==> config.mk <==
export PLATFORM = sky130hd
export DESIGN_NAME = fpu_exc_status
export DESIGN_NICKNAME = d
export VERILOG_FILES = /design/src/rtl/fpx_pkg.sv /design/src/rtl/fpx_ctrl_reg.sv /design/src/rtl/fpx_exc_flags.sv /design/src/rtl/fpx_status_fields.sv /design/src/rtl/fpu_exc_status.sv
export SDC_FILE = /design/constraint.sdc
export NUM_CORES = 1
export LEC_CHECK = 0
export BUFFER_PORTS_ARGS = -buffer_cell sky130_fd_sc_hd__buf_2
export CAP_MARGIN = 20
export CORE_MARGIN = 5
export CORE_UTILIZATION = 42
export DETAILED_ROUTE_END_ITERATION = 8
export GPL_TIMING_DRIVEN = 0
export HOLD_SLACK_MARGIN = 0.12
export PLACE_DENSITY = 0.93
export SYNTH_ARGS = -nofsm -noshare
export SYNTH_HDL_FRONTEND = slang
export SYNTH_HIERARCHICAL = 1
export SYNTH_SLANG_ARGS = --single-unit
==> constraint.sdc <==
create_clock -name clk -period 1.6 [get_ports clk]
set_input_delay 0.16 -clock clk [delete_from_list [all_inputs] [get_ports clk]]
set_output_delay 0.16 -clock clk [all_outputs]
set_load 0.05 [all_outputs]
==> src/rtl/fpx_pkg.sv <==
package fpx_pkg;
    localparam int SW_W  = 16;
    localparam int N_EXC = 6;
    localparam int CC_W  = 4;
    localparam int TOP_W = 3;
    localparam int MODE_W = 2;

    localparam logic [MODE_W-1:0] PC_RESET = 2'b11;
    localparam logic [MODE_W-1:0] RC_RESET = 2'b00;

    typedef enum int {
        EX_INVALID  = 0,
        EX_DENORMAL = 1,
        EX_ZDIV     = 2,
        EX_OVERFLOW = 3,
        EX_UNDERFLOW= 4,
        EX_PRECISION= 5
    } exc_kind_e;

    typedef struct packed {
        logic [MODE_W-1:0] rc;
        logic [MODE_W-1:0] pc;
        logic [N_EXC-1:0]  mask;
    } ctrl_t;

    typedef struct packed {
        logic              busy;
        logic [CC_W-1:0]   cc;
        logic [TOP_W-1:0]  top;
    } fields_t;

    function automatic logic [SW_W-1:0] pack_status(
        input logic [N_EXC-1:0] flags,
        input fields_t          f
    );
        logic [SW_W-1:0] w;
        w          = '0;
        w[5:0]     = flags;
        w[6]       = 1'b0;
        w[7]       = |flags;
        w[8]       = f.cc[0];
        w[9]       = f.cc[1];
        w[10]      = f.cc[2];
        w[13:11]   = f.top;
        w[14]      = f.cc[3];
        w[15]      = f.busy;
        return w;
    endfunction

    function automatic logic [SW_W-1:0] pack_ctrl(input ctrl_t c);
        logic [SW_W-1:0] w;
        w        = '0;
        w[5:0]   = c.mask;
        w[9:8]   = c.pc;
        w[11:10] = c.rc;
        return w;
    endfunction
endpackage

==> src/rtl/fpx_ctrl_reg.sv <==
module fpx_ctrl_reg
    import fpx_pkg::*;
(
    input  logic            clk,
    input  logic            rst,
    input  logic            we,
    input  logic [SW_W-1:0] wdata,
    output ctrl_t           ctrl
);
    ctrl_t ctrl_q;

    always_ff @(posedge clk) begin
        if (rst) begin
            ctrl_q.mask <= '1;
            ctrl_q.pc   <= PC_RESET;
            ctrl_q.rc   <= RC_RESET;
        end else if (we) begin
            ctrl_q.mask <= wdata[N_EXC-1:0];
            ctrl_q.pc   <= wdata[9:8];
            ctrl_q.rc   <= wdata[11:10];
        end
    end

    assign ctrl = ctrl_q;
endmodule

==> src/rtl/fpx_exc_flags.sv <==
module fpx_exc_flags
    import fpx_pkg::*;
(
    input  logic             clk,
    input  logic             rst,
    input  logic             rpt_valid,
    input  logic [N_EXC-1:0] rpt_bits,
    input  logic             clear,
    input  logic [N_EXC-1:0] mask,
    output logic [N_EXC-1:0] flags,
    output logic             irq
);
    logic [N_EXC-1:0] pend;
    logic [N_EXC-1:0] live;

    for (genvar i = 0; i < N_EXC; i++) begin : g_flag
        logic hit;
        assign hit = rpt_valid & rpt_bits[i];
        always_ff @(posedge clk) begin
            if (rst)        pend[i] <= 1'b0;
            else if (hit)   pend[i] <= 1'b1;
            else if (clear) pend[i] <= 1'b0;
        end
        assign live[i] = pend[i] & ~mask[i];
    end

    assign flags = pend;
    assign irq   = |live;
endmodule

==> src/rtl/fpx_status_fields.sv <==
module fpx_status_fields
    import fpx_pkg::*;
(
    input  logic             clk,
    input  logic             rst,
    input  logic             cc_we,
    input  logic [CC_W-1:0]  cc_in,
    input  logic             top_we,
    input  logic [TOP_W-1:0] top_in,
    input  logic             busy_in,
    output fields_t          fields
);
    fields_t f_q;

    always_ff @(posedge clk) begin
        if (rst) begin
            f_q <= '0;
        end else begin
            f_q.busy <= busy_in;
            if (cc_we)  f_q.cc  <= cc_in;
            if (top_we) f_q.top <= top_in;
        end
    end

    assign fields = f_q;
endmodule

==> src/rtl/fpu_exc_status.sv <==
module fpu_exc_status
    import fpx_pkg::*;
(
    input  logic               clk,
    input  logic               rst,
    input  logic               exc_valid,
    input  logic [N_EXC-1:0]   exc_flags,
    input  logic               clr_exc,
    input  logic               cw_we,
    input  logic [SW_W-1:0]    cw_in,
    input  logic               cc_we,
    input  logic [CC_W-1:0]    cc_in,
    input  logic               top_we,
    input  logic [TOP_W-1:0]   top_in,
    input  logic               busy_in,
    output logic [SW_W-1:0]    status_out,
    output logic [SW_W-1:0]    cw_out,
    output logic [MODE_W-1:0]  pc_mode,
    output logic [MODE_W-1:0]  rc_mode,
    output logic               int_req
);
    ctrl_t            ctrl;
    fields_t          fields;
    logic [N_EXC-1:0] flags;

    fpx_ctrl_reg u_ctrl (
        .clk   (clk),
        .rst   (rst),
        .we    (cw_we),
        .wdata (cw_in),
        .ctrl  (ctrl)
    );

    fpx_exc_flags u_flags (
        .clk       (clk),
        .rst       (rst),
        .rpt_valid (exc_valid),
        .rpt_bits  (exc_flags),
        .clear     (clr_exc),
        .mask      (ctrl.mask),
        .flags     (flags),
        .irq       (int_req)
    );

    fpx_status_fields u_fields (
        .clk     (clk),
        .rst     (rst),
        .cc_we   (cc_we),
        .cc_in   (cc_in),
        .top_we  (top_we),
        .top_in  (top_in),
        .busy_in (busy_in),
        .fields  (fields)
    );

    assign status_out = pack_status(flags, fields);
    assign cw_out     = pack_ctrl(ctrl);
    assign pc_mode    = ctrl.pc;
    assign rc_mode    = ctrl.rc;
endmodule

==> impl_metrics.csv, run 1 <==
group,metric,value,unit
final_layout,final_nets,238,
clock_tree,cts_tree,"done",
floorplanning,standard_cell_rows,17,
sta,min_period_over_period,0.948,
critical_path,crit_type,"flip-flop to output pin",
floorplanning,die-width,58.4,um
routing,drc,0,
power,static-leakage-power,0.866,nW
routing,wl,3000,um
floorplanning,floorplan.core_area,2230,um2
critical_path,required,1440,ps
routing,first_iter_violations,20,
global_routing,first_global_vias,1093,
power,internal_power_component,0.949,mW
synthesis,synth_most_common_cell,"dfxtp_1",
critical_path,critPathSlowestCell,"dfxtp_1",
synthesis,synth_edf_count,0,
clock_tree,max-clock-path-buffers,2,
final_layout,post_route_cells_drive_above_1_share,0.420,
critical_path,worst-path-max-fanout,4,
synthesis,synth.lib_cells_used.distinct,17,
routing,vias,1050,
synthesis,postSynthCellCount,101,
min_path,timing.hold.worst.class,"input port to flip-flop",
critical_path,worstSetupEndpointType,"output pin",
global_routing,gr-usage-all-layers,0.177,
clock_tree,cts_inserted_buffers,3,
global_routing,global_route_overflow,0,
critical_path,critical_path.max_stage_delay,360,ps
synthesis,synthesis.area,983,um2
final_layout,sequential_standard_cell_area,480,um2
final_layout,antennaDiodeCount,0,
synthesis,sequential_fraction_of_the_synthesis_area,0.489,
sta,finalSetupViolCount,0,
critical_path,worstPathCellList,"inv_1, o22ai_1, or3_1, buf_4",
critical_path,rrSetupSlack,360,ps
synthesis,post_synth_most_frequent_cells,"dfxtp_1, nor2_1, buf_4",
place,placement.io_buffers,59,
sta,fin_max_slew_vios,0,
global_routing,grt_pass1_wl,4690,um
power,comb_power_share,0.331,
floorplanning,die_h,58.4,um
sta,hold_ws,153,ps
critical_path,timing.critical_path.from_type,"flip-flop",
critical_path,path_delay_family,"flip-flops",
power,vdd_drop_max,0.000651,V
place,postPlaceCellArea,1340,um2
power,switchingPower,0.506,mW
synthesis,yosysTopAreaCell,"dfxtp_1",
final_layout,fill_cells,161,
routing,drtPass1Iterations,4,
floorplanning,ports_placed_on_the_boundary,74,
sta,max_freq,659,MHz
sta,timing.setup.tns,0,ps
synthesis,ys_async_sr_fraction,0,
power,clock_power_share,0.214,
clock_tree,clock-sinks,24,
sta,rsz_0062_raised_after_global_routing,"false",
final_layout,multiInputGateArea,393,um2
power,switching_share,0.348,
global_routing,antenna_found_initial,0,
critical_path,arrival,1360,ps
synthesis,netlist.area_leader.share,0.489,
clock_tree,root_buffer,"clkbuf_4",
synthesis,ys.flop_type,"dfxtp_1",
synthesis,synth.ff_latch_count,24,
flow_run,count_of_maximum_capacitance_violations,0,
routing,antenna_violating_nets_remaining,0,
clock_tree,clk_latency,300,ps
place,dpl.hpwl,2050,um
routing,wire_per_inst,13.2,um
critical_path,critPathBufInv,2,
outcome,status,"finished clean",
synthesis,synth.top_cells.by_area,"dfxtp_1, mux2i_1, buf_4",
power,p_per_area,868,nW/um2
floorplanning,floorplan.die_area,3410,um2
synthesis,avgSynthCellArea,9.74,um2
floorplanning,floorplan.initialDensity,0.440,
place,gpl.final_weighted_congestion,0.797,
final_layout,finalInstanceArea,1680,um2
final_layout,area_delta_synth_final,70.4,%
routing,route.detailed.vias_per_inst,4.61,
sta,worst_clock_skew_on_the_final_layout,0,ps
synthesis,yosysWarnings,6,
clock_tree,h-tree-depth,1,
power,share_seq_of_total_power,0.455,
clock_tree,cts.repair_timing.setup_buffer_count,0,
clock_tree,worst_setup_hold_path_clk_slew,130,ps
global_routing,grt_start_max_net_pins,14,
final_layout,stdcell_count,228,
sta,final_period_minus_worst_setup_slack,1520,ps
sta,report.final.hold_viol_count,0,
place,place.detailed.instances,194,
-- repair_timing --
| item | CTS | global route |
|---|---|---|
| hold endpoints to repair | 24 | 0 |
| gates resized for setup | 0 | 2 |
| setup endpoints to repair | 0 | 1 |
| hold buffers | 30 | 0 |
-- metrics by stage --
step | utilization | power, mW | worst slack, ps
global route | 0.750 | 1.52 | 12.2
CTS | 0.749 | 1.46 | 54.8
detailed placement | 0.598 | 1.09 | 423
global placement | 0.598 | 1.08 | 409
finish | 0.750 | 1.45 | 83.4
floorplan | - | 0.983 | 74.2
-- cell families after synthesis --
family / synth area share
AND/OR/NAND/NOR: 0.135
flip-flops: 0.489
buffers and inverters: 0.135
AO/OA/AOI/OAI: 0.146
multiplexers: 0.0916
other: 0.00381
-- path summary, 6_finish.rpt --
kind / end / startpoint / cells after the start
setup / recovery: int_req / u_flags/flags[0] / 4
hold / removal: u_fields/fields[0] / top_we / 3
setup reg to reg: u_flags/flags[4] / u_flags/flags[4] / 3
hold reg to reg: u_fields/fields[6] / u_fields/fields[6] / 2
-- routing by layer --
metal | GRT usage | routed length (um) | vias to the layer above | part of all wire
met2 | 0.341 | 1620 | 47 | 0.54
li1 | - | - | 520 | -
met3 | 0.0482 | 251 | 6 | 0.084
met5 | 0 | 0 | - | 0
met1 | 0.174 | 1090 | 477 | 0.36
met4 | 0.0762 | 47 | 0 | 0.016
-- final cells by class --
cell class                      count  area share
Inverter                            7      0.0157
Tap cell                           28      0.0209
Clock buffer                        4      0.0217
Timing Repair Buffer               89       0.357
Multi-Input combinational cell     61       0.235
Sequential cell                    24       0.287
Buffer                             15      0.0635
-- flip-flops by register name (all words and copies together), names as in the netlist --
| name | flops |
|---|---|
| u_fields/fields | 8 |
| u_flags/flags | 6 |
| u_ctrl/ctrl | 10 |
-- worst register-to-register path, cell delays in order (launching register included) --
cell and delay [ps]:
dfxtp_1 360, a22oi_1 160, nor2_1 50, dlygate4sd3_1 570
-- placed cells by master (no fill, tap or decap), drive strengths merged --
master	synthesis	routed
a22oi	6	6
nor2	16	16
dlygate4sd3	0	30
a211o	8	8
or3	1	1
nor2b	9	9
inv	7	7
buf	13	72
conb	1	7
dfxtp	24	24
o22ai	3	3
clkbuf	2	6
nor4	1	1
mux2i	9	9
nand2	1	1
-- power by group through the flow --
stage / logic (mW) / clock network, mW / registers [mW]
CTS: 0.476 / 0.323 / 0.661
floorplan: 0.183 / 0 / 0.800
global placement: 0.411 / 0 / 0.671
global route: 0.506 / 0.343 / 0.668
detailed placement: 0.420 / 0 / 0.673
finish: 0.482 / 0.311 / 0.661
Note: power is estimated with default switching activity, not from simulation.
==> run 2: changes to the inputs <==
- clock period: 1.6 -> 1.8 ns (I/O delays scaled with it)
==> run 2 against run 1 <==
Effect of this change: clock skew stayed put; total power is 12% lower; clock power is 12% lower; hold slack worse by 27 ps; die area stayed put; register-to-register slack better by 600 ps; global-route usage is 0.50 points lower; count of clock-buffer cells in the layout stayed put; flip-flop and latch count stayed put; first-iteration DRC count is 110% higher; combinational power is 14% lower; critical path type unchanged; highest routed layer unchanged.
==> impl_metrics.csv, run 2 (synthesis results as in run 1) <==
group,metric,value,unit
critical_path,timing.critical_path.from_type,"flip-flop",
routing,first_iter_violations,42,
sta,worst_clock_skew_on_the_final_layout,0,ps
sta,finalSetupViolCount,0,
routing,wl,2890,um
clock_tree,clock-sinks,24,
final_layout,final_nets,230,
clock_tree,cts_inserted_buffers,3,
global_routing,grt_start_max_net_pins,14,
critical_path,arrival,1370,ps
sta,max_freq,647,MHz
place,gpl.final_weighted_congestion,0.797,
global_routing,antenna_found_initial,0,
critical_path,worst_setup_path_startpoint,"u_flags/flags[0]",
critical_path,worstSetupEndpointType,"output pin",
floorplanning,floorplan.initialDensity,0.440,
sta,report.final.hold_viol_count,0,
clock_tree,post_cts_resized,0,
min_path,worst_hold_path.num_cells,3,
power,static-leakage-power,0.820,nW
floorplanning,die-width,58.4,um
power,p_total,1.27,mW
clock_tree,max-clock-path-buffers,2,
clock_tree,cts_tree,"done",
sta,rsz_0062_raised_after_global_routing,"false",
clock_tree,h-tree-depth,1,
critical_path,worst-path-max-fanout,4,
routing,wire_per_inst,13.1,um
place,dpl.hpwl,2050,um
place,placement.io_buffers,59,
outcome,status,"finished clean",
critical_path,worst-r2r-cell-count,2,
clock_tree,clk_latency,300,ps
floorplanning,die_h,58.4,um
power,p_per_area,800,nW/um2
sta,min_period_over_period,0.859,
routing,drc,0,
clock_tree,cts.hold.buffers_added,22,
min_path,hold_path_end,"u_fields/fields[3]",
power,vdd_drop_max,0.000606,V
global_routing,gr-usage-all-layers,0.172,
floorplanning,floorplan.die_area,3410,um2
critical_path,crit_type,"flip-flop to output pin",
critical_path,rr_endpoint,"u_ctrl/ctrl[4]",
sta,fin_max_slew_vios,0,
critical_path,rrSetupSlack,960,ps
floorplanning,ports_placed_on_the_boundary,74,
routing,route.detailed.vias_per_inst,4.55,
floorplanning,standard_cell_rows,17,
critical_path,rr_startpoint,"u_ctrl/ctrl[4]",
routing,vias,1000,
final_layout,largest_register_ffs,10,
routing,antenna_violating_nets_remaining,0,
final_layout,most_common_cell_after_layout_fill_and_taps_aside,"buf_2",
global_routing,grt_pass1_wl,4570,um
final_layout,area_delta_synth_final,62.0,%
min_path,hp-start,"cc_in[0]",
min_path,timing.hold.worst.class,"input port to flip-flop",
clock_tree,cts.repair_timing.setup_buffer_count,0,
sta,final_period_minus_worst_setup_slack,1550,ps
floorplanning,floorplan.core_area,2230,um2
routing,drtPass1Iterations,4,
global_routing,first_global_vias,1035,
global_routing,global_route_overflow,0,
final_layout,post_route_cells_drive_above_1_share,0.438,
clock_tree,root_buffer,"clkbuf_4",
final_layout,antennaDiodeCount,0,
final_layout,mostFrequentLayoutCells,"buf_2, dfxtp_1, dlygate4sd3_1",
sta,timing.setup.tns,0,ps
critical_path,required,1620,ps
clock_tree,worst_setup_hold_path_clk_slew,120,ps
flow_run,count_of_maximum_capacitance_violations,0,
-- run 2: changes by cell type in the layout (fill, tap and decap cells not counted) --
cell	before	now
buf_4	12	11
buf_2	58	59
dlygate4sd3_1	30	22
-- run 2: stage by stage --
| stage | instances | util | hold slack, ps | area, um2 | setup slack [ps] |
|---|---|---|---|---|---|
| 6_report | 220 | 0.713 | 126 | 1590 | 254 |
| 5_1_grt | 220 | 0.713 | 130 | 1590 | 180 |
| 2_1_floorplan | 107 | - | 252 | 1010 | 254 |
| 3_3_place_gp | 194 | 0.598 | 387 | 1340 | 589 |
| 3_5_place_dp | 194 | 0.598 | 396 | 1340 | 603 |
| 4_1_cts | 220 | 0.713 | 121 | 1590 | 235 |
-- run 2: metal layers --
metal  track usage  wire length, um
met5             0                0
met4        0.0596               13
met3        0.0417              231
met2         0.337             1590
met1         0.174             1060
-- run 2: layout make-up --
type	count	area [um2]
multi-input combinational	61	393
clock buffer	4	36.3
tap	28	35.0
timing repair buffer	81	515
buffer	15	106
inverter	7	26.3
fill	172	641
sequential	24	480
-- run 2: worst max-delay path, stage by stage (launching register included) --
cell,delay (ps)
dfxtp_1,360
inv_1,60
o22ai_1,70
or3_1,360
buf_2,220
-- run 2: how the worst max path moves through the flow --
stage / depth (start not counted) / to / slack (ps)
after floorplan: 2 / int_req / 250
after global placement: 4 / int_req / 590
after detailed placement: 4 / int_req / 600
after CTS: 4 / int_req / 230
after global routing: 4 / int_req / 180
final: 4 / int_req / 250
-- run 2: power breakdown --
part | switching (mW) | internal, mW
clock network | 0.151 | 0.123
logic | 0.270 | 0.143
registers | 0.0232 | 0.564
